--- src/rtl/shc_pkg.sv ---
package shc_pkg;
  typedef enum logic {
    SHC_OP_LSL = 1'b0,
    SHC_OP_ROR = 1'b1
  } shc_op_e;
endpackage

--- src/rtl/shc_amt_dec.sv ---
module shc_amt_dec #(
  parameter int W  = 32,
  parameter int AW = 8,
  localparam int LW = $clog2(W)
) (
  input  logic [AW-1:0] amount_i,
  output logic [LW-1:0] amt_low_o,
  output logic          amt_zero_o,
  output logic          amt_eq_w_o,
  output logic          amt_gt_w_o
);
  localparam logic [AW:0] W_EXT = (AW+1)'(W);

  always_comb begin
    amt_low_o  = amount_i[LW-1:0];
    amt_zero_o = (amount_i == '0);
    amt_eq_w_o = ({1'b0, amount_i} == W_EXT);
    amt_gt_w_o = ({1'b0, amount_i} > W_EXT);
  end
endmodule

--- src/rtl/shc_lsl_core.sv ---
module shc_lsl_core #(
  parameter int W = 32,
  localparam int LW = $clog2(W)
) (
  input  logic [W-1:0]  operand_i,
  input  logic [LW-1:0] amt_i,
  output logic [W-1:0]  word_o,
  output logic          spill_o
);
  logic [W:0] stage [0:LW];

  assign stage[0] = {1'b0, operand_i};

  for (genvar s = 0; s < LW; s++) begin : g_stage
    localparam int STEP = 1 << s;
    assign stage[s+1] = amt_i[s] ? (stage[s] << STEP) : stage[s];
  end

  assign word_o  = stage[LW][W-1:0];
  assign spill_o = stage[LW][W];
endmodule

--- src/rtl/shc_ror_core.sv ---
module shc_ror_core #(
  parameter int W = 32,
  localparam int LW = $clog2(W)
) (
  input  logic [W-1:0]  operand_i,
  input  logic [LW-1:0] amt_i,
  output logic [W-1:0]  word_o
);
  logic [W-1:0] stage [0:LW];

  assign stage[0] = operand_i;

  for (genvar s = 0; s < LW; s++) begin : g_stage
    localparam int STEP = 1 << s;
    assign stage[s+1] = amt_i[s] ? {stage[s][STEP-1:0], stage[s][W-1:STEP]}
                                 : stage[s];
  end

  assign word_o = stage[LW];
endmodule

--- src/rtl/shc_flag_sel.sv ---
module shc_flag_sel
  import shc_pkg::*;
#(
  parameter int W = 32
) (
  input  shc_op_e      op_i,
  input  logic         flag_en_i,
  input  logic         carry_i,
  input  logic         amt_zero_i,
  input  logic         amt_eq_w_i,
  input  logic         amt_gt_w_i,
  input  logic         operand_lsb_i,
  input  logic [W-1:0] lsl_word_i,
  input  logic         lsl_spill_i,
  input  logic [W-1:0] ror_word_i,
  output logic [W-1:0] result_o,
  output logic         carry_o
);
  logic new_carry;

  always_comb begin
    if (op_i == SHC_OP_LSL) begin
      result_o = (amt_eq_w_i || amt_gt_w_i) ? '0 : lsl_word_i;
      if (amt_zero_i)      new_carry = carry_i;
      else if (amt_eq_w_i) new_carry = operand_lsb_i;
      else if (amt_gt_w_i) new_carry = 1'b0;
      else                 new_carry = lsl_spill_i;
    end else begin
      result_o  = ror_word_i;
      new_carry = amt_zero_i ? carry_i : ror_word_i[W-1];
    end
    carry_o = flag_en_i ? new_carry : carry_i;
  end

  always_comb begin
    if (!flag_en_i) AST_HOLD_CARRY: assert (carry_o == carry_i);
  end
endmodule

--- src/rtl/shc_shift_unit.sv ---
module shc_shift_unit
  import shc_pkg::*;
#(
  parameter int W  = 32,
  parameter int AW = 8,
  localparam int LW = $clog2(W)
) (
  input  logic [W-1:0]  operand_i,
  input  logic [AW-1:0] amount_i,
  input  logic          op_i,
  input  logic          carry_i,
  input  logic          flag_en_i,
  output logic [W-1:0]  result_o,
  output logic          carry_o
);
  logic [LW-1:0] amt_low;
  logic          amt_zero;
  logic          amt_eq_w;
  logic          amt_gt_w;
  logic [W-1:0]  lsl_word;
  logic          lsl_spill;
  logic [W-1:0]  ror_word;
  shc_op_e       op_sel;

  assign op_sel = shc_op_e'(op_i);

  shc_amt_dec #(.W(W), .AW(AW)) u_dec (
    .amount_i   (amount_i),
    .amt_low_o  (amt_low),
    .amt_zero_o (amt_zero),
    .amt_eq_w_o (amt_eq_w),
    .amt_gt_w_o (amt_gt_w)
  );

  shc_lsl_core #(.W(W)) u_lsl (
    .operand_i (operand_i),
    .amt_i     (amt_low),
    .word_o    (lsl_word),
    .spill_o   (lsl_spill)
  );

  shc_ror_core #(.W(W)) u_ror (
    .operand_i (operand_i),
    .amt_i     (amt_low),
    .word_o    (ror_word)
  );

  shc_flag_sel #(.W(W)) u_sel (
    .op_i          (op_sel),
    .flag_en_i     (flag_en_i),
    .carry_i       (carry_i),
    .amt_zero_i    (amt_zero),
    .amt_eq_w_i    (amt_eq_w),
    .amt_gt_w_i    (amt_gt_w),
    .operand_lsb_i (operand_i[0]),
    .lsl_word_i    (lsl_word),
    .lsl_spill_i   (lsl_spill),
    .ror_word_i    (ror_word),
    .result_o      (result_o),
    .carry_o       (carry_o)
  );

  always_comb begin
    if (amount_i == '0) begin
      AST_ZERO_PASS: assert (result_o == operand_i && carry_o == carry_i);
    end
    if (!op_i && ({1'b0, amount_i} >= (AW+1)'(W))) begin
      AST_LSL_FLUSH: assert (result_o == '0);
    end
    if (!op_i && amount_i != '0 && ({1'b0, amount_i} < (AW+1)'(W))) begin
      AST_LSL_LOW_CLEAR: assert (result_o[0] == 1'b0);
    end
    if (op_i) begin
      AST_ROR_KEEPS_ONES: assert ($countones(result_o) == $countones(operand_i));
    end
    if (op_i && amount_i != '0 && amount_i[LW-1:0] == '0) begin
      AST_ROR_FULL_TURN: assert (result_o == operand_i);
    end
  end
endmodule

--- config.mk ---
export PLATFORM = sky130hd
export DESIGN_NAME = shc_shift_unit
export DESIGN_NICKNAME = d
export VERILOG_FILES = /design/src/rtl/shc_pkg.sv /design/src/rtl/shc_amt_dec.sv /design/src/rtl/shc_lsl_core.sv /design/src/rtl/shc_ror_core.sv /design/src/rtl/shc_flag_sel.sv /design/src/rtl/shc_shift_unit.sv
export SDC_FILE = /design/constraint.sdc
export NUM_CORES = 1
export LEC_CHECK = 0
export ABC_AREA = 1
export BUFFER_PORTS_ARGS = -buffer_cell sky130_fd_sc_hd__buf_4
export CELL_PAD_IN_SITES_DETAIL_PLACEMENT = 0
export CELL_PAD_IN_SITES_GLOBAL_PLACEMENT = 1
export CORE_MARGIN = 2
export CORE_UTILIZATION = 40
export DETAILED_ROUTE_END_ITERATION = 6
export PLACE_DENSITY_LB_ADDON = 0.12
export SYNTH_ARGS = -nofsm -noshare
export SYNTH_HDL_FRONTEND = slang
export SYNTH_SLANG_ARGS = --single-unit
--- constraint.sdc ---
create_clock -name vclk -period 3
set_clock_uncertainty 0.15 [all_clocks]
set_input_delay 0.3 -clock vclk [all_inputs]
set_output_delay 0.3 -clock vclk [all_outputs]
set_load 0.01 [all_outputs]
Yosys cells after proc, flatten, opt, wreduce, memory -nomap -nowiden

Index checks and enable logic that the tools add are counted.

Magnitude comparators: 1
Equal/unequal tests: 1
Muxes and demuxes: 18
Reductions and logical operators: 2

Operators with widths:

| kind                                                | count |
|---|---|
| 2-to-1 mux 32 bit                                   | 7 |
| 2-to-1 mux 33 bit                                   | 5 |
| == test 8 x 6 -> 1 bit (second input constant)      | 1 |
| > comparator 8 x 6 -> 1 bit (second input constant) | 1 |
| zero test 8 bit                                     | 1 |
| 2-to-1 mux 1 bit                                    | 6 |
| logical OR 1 bit                                    | 1 |

Register bits after elaboration: 0
Input bits: 43
Output and inout bits: 33
Logic and storage cells: 22

Logic depth before layout (Yosys ltp)

Word-level depth: 10
Gate-level depth with buffers: 14
Gate-level depth less buffers: 13

Modules after synthesis

From an unflattened synthesis, not the netlist that was laid out.

Cells, all modules: 899
Area total of the unflattened synthesis: 4441.8 sq um

Modules (own cells, without submodules):

| module       | times used | cells each | area each (sq um) | seq. area each (sq um) |
|---|---|---|---|---|
| shc_ror_core | 1          | 392        | 1974.4            | 0.0 |
| shc_lsl_core | 1          | 373        | 1805.5            | 0.0 |
| shc_flag_sel | 1          | 117        | 570.5             | 0.0 |
| shc_amt_dec  | 1          | 17         | 91.3              | 0.0 |

Worst setup path before layout

Ideal clock, no wire load.

Path kind: input port to output port
Start: input port amount_i[0]
End: output port result_o[15]
Arrival time: 1.422 ns
Required time: 2.550 ns
Path slack: 1.128 ns
Stages on the path: 9
Buffers on the path: 2
Cells stage by stage: buf_6 -> buf_8 -> nand2_1 -> and2_4 -> o21ai_1 -> nand2_1 -> nand3_1 -> o21ai_1 -> o21ai_0

Longest elaborated chain between the ends: 7
Elaborated cells between the ends (all ways): 15
Those cells by class: 1 x order compare; 1 x eq/ne; 12 x mux; 1 x reduce/logical

Ends and longest elaborated chain:

| item                                                                                | line                 | text |
|---|---|---|
| start: declaration                                                                  | shc_shift_unit.sv:9  | `input logic [AW-1:0] amount_i,` |
| parallel branches: the longest is 6 deep, another holds > comparator 8 x 6 -> 1 bit | n/a                  |  |
| 2-to-1 mux 32 bit *                                                                 | shc_flag_sel.sv:22   | `if (op_i == SHC_OP_LSL) begin` |
| end: declaration                                                                    | shc_shift_unit.sv:13 | `output logic [W-1:0] result_o,` |

Mark *: on every way between the ends.

Worst setup path after layout

Same ends and word-level chain as after synthesis.

==> impl_metrics.csv <==
group,metric,value,unit
outcome,status,"complete, no violations",
detailed_routing,vias,5298,
sta,setup_viol,0,
power,power.internal,0.289,mW
power,powerDensity,200,nW/um^2
hold_path,hold_end,"carry_o",
finish,drive_gt1_share,15.5,%
global_route,grt_antenna_before_repair,0,
finish,layout.nets,830,
floorplan,die_w,98.8,um
finish,clkbuf_count,0,
finish,flops_and_latches,0,
clocking,hold_buffers,0,
finish,antennaDiodeCount,0,
global_route,grt-ovfl-total,0,
power,pwr-share-clk,0,%
sta,report.final.hold_viol_count,0,
critical_path,cp.required,2.55,ns
critical_path,startpoint_type,"input port",
detailed_routing,drtIter0Drc,498,
synth,seq_area_frac_synth,0,%
sta,fmax,371,MHz
synth,syn_area_per_cell,4.75,sq um
power,swShare,64.7,%
critical_path,cp_max_fo,44,
synth,synth_fp_nets,799,
power,p_leak,2.15,nW
floorplan,rows,34,
global_route,grt_first_pass_wirelength,25.4,mm
sta,rsz0062_at_grt,"false",
synth,synth_area_leader_cell,"nand2_1",
critical_path,cp-end-kind,"primary output",
synth,syn_inst,756,
place,gp_congestion,1.02,
hold_path,hold_start,"flag_en_i",
synth,netlist-cell-type-count,35,
hold_path,hp-class,"in -> out",
floorplan,die-area,9750,sq um
place,dp_cells,893,
critical_path,path_class,"in -> out",
synth,synth_common_cells,"308 x nand2_1, 170 x nand3_1, 57 x o21ai_1, 28 x o21ai_0, 27 x buf_2",
place,hpwl,12.3,mm
finish,ff_latch_area,0,sq um
sta,post-route-period-util,89.8,%
power,p_seq_share,0,%
power,pwr-share-comb,100.0,%
sta,tns,0,ns
detailed_routing,ant_nets,0,
detailed_routing,drc,0,
finish,syn_to_final_growth,14.0,%
synth,yosys_warnings,0,
sta,maxSlewViolCount,0,
power,vdd_drop_max,0.000114,V
critical_path,cp.arrival,2.24,ns
detailed_routing,viasPerCell,5.93,
floorplan,die_y,98.8,um
finish,fin_cells,893,
global_route,grt_max_degree,57,
clocking,post_cts_buffers,0,
sta,slew_headroom,60.6,%
power,p_switching,0.530,mW
synth,netlist_area,3590,sq um
detailed_routing,wl_per_cell,17.6,um
place,port_buffers,76,
floorplan,core,8720,sq um
clocking,ctsResizeCount,0,
detailed_routing,drt_first_pass_iters,6,
global_route,grt_pass1_vias,4898,
job,maxCapViolCount,0,
synth,synth_area_leaders,"nand2_1 32%, nand3_1 24%, o21ai_1 7.9%, mux2i_1 5.0%, o21ai_0 3.9%",
synth,synth_top_area_share,32.2,%
sta,min_period,2.69,ns
floorplan,start_util,41.2,%
hold_path,min_path_cells,4,
synth,yosysMostFrequentCell,"nand2_1",
detailed_routing,wl,15.7,mm
sta,hold_ws,0.778,ns
floorplan,io_pins,76,
global_route,grt_usage,31.9,%
sta,worst_pin_slew,0.591,ns
worst max-delay path, cell delays in order:
cell and delay, ns:
buf_4 0.32, inv_8 0.19, nand2_1 0.15, nand2_1 0.09
o21ai_0 0.47, mux2i_1 0.19, o21ai_1 0.20, o21ai_0 0.13
buf_4 0.17
cells by family (layout without fill, tap and decap cells):
group,after synthesis,after routing,share of synthesized area [%]
AOI/OAI and AO/OA,126,126,19.7
and+or+nand+nor,525,525,62.9
buffers and inverters,87,116,12.4
muxes,18,18,5.02
cell type report:
class	instances	area, sq um
fillers	1043	4630
inverters	28	113
multi-input cells	669	3150
well taps	108	135
repair buffers	88	698
metal layers:
metal | global-route usage (%) | wire length, um | up-vias
met5 | 0 | 0 | -
met3 | 2.34 | 1140 | 45
met1 | 44.2 | 6840 | 2395
met2 | 51.7 | 7020 | 261
li1 | - | - | 2597
met4 | 11.7 | 736 | 0
power groups by stage:
stage | clock network (mW) | logic (mW) | registers, mW
2_1_floorplan | 0 | 0.531 | 0
3_3_place_gp | 0 | 0.800 | 0
3_5_place_dp | 0 | 0.804 | 0
4_1_cts | 0 | 0.808 | 0
5_1_grt | 0 | 0.907 | 0
6_report | 0 | 0.819 | 0
how the worst max path moves through the flow:
stage                            from      endpoint  cells after the start
after floorplan           amount_i[0]  result_o[15]                      9
after global placement    amount_i[0]  result_o[23]                     11
after detailed placement  amount_i[0]  result_o[15]                      9
after CTS                 amount_i[0]  result_o[15]                      9
after global routing      amount_i[0]  result_o[15]                      9
final                     amount_i[0]  result_o[15]                      9
placed cells by master (no fill, tap or decap), drive strengths merged:
cell type,n
a32oi,1
inv,26
a31oi,5
a21o,1
nand4,3
nand3,170
a21oi,17
o22a,1
and2,2
clkinv,2
a21boi,2
o211ai,9
o21ai,90
buf,88
mux2i,18
or2,6
nor2,21
nand2,323
through the flow:
stage               util (%)  worst slack, ns  power [mW]  instance area [sq um]
floorplan                  -             1.13       0.531                   3590
global placement        46.9            0.376       0.800                   4090
detailed placement      46.9            0.363       0.804                   4090
CTS                     46.9            0.361       0.808                   4090
global route            46.9            0.105       0.907                   4090
finish                  46.9            0.306       0.819                   4090
No activity file was read; power rests on OpenSTA's default activity.
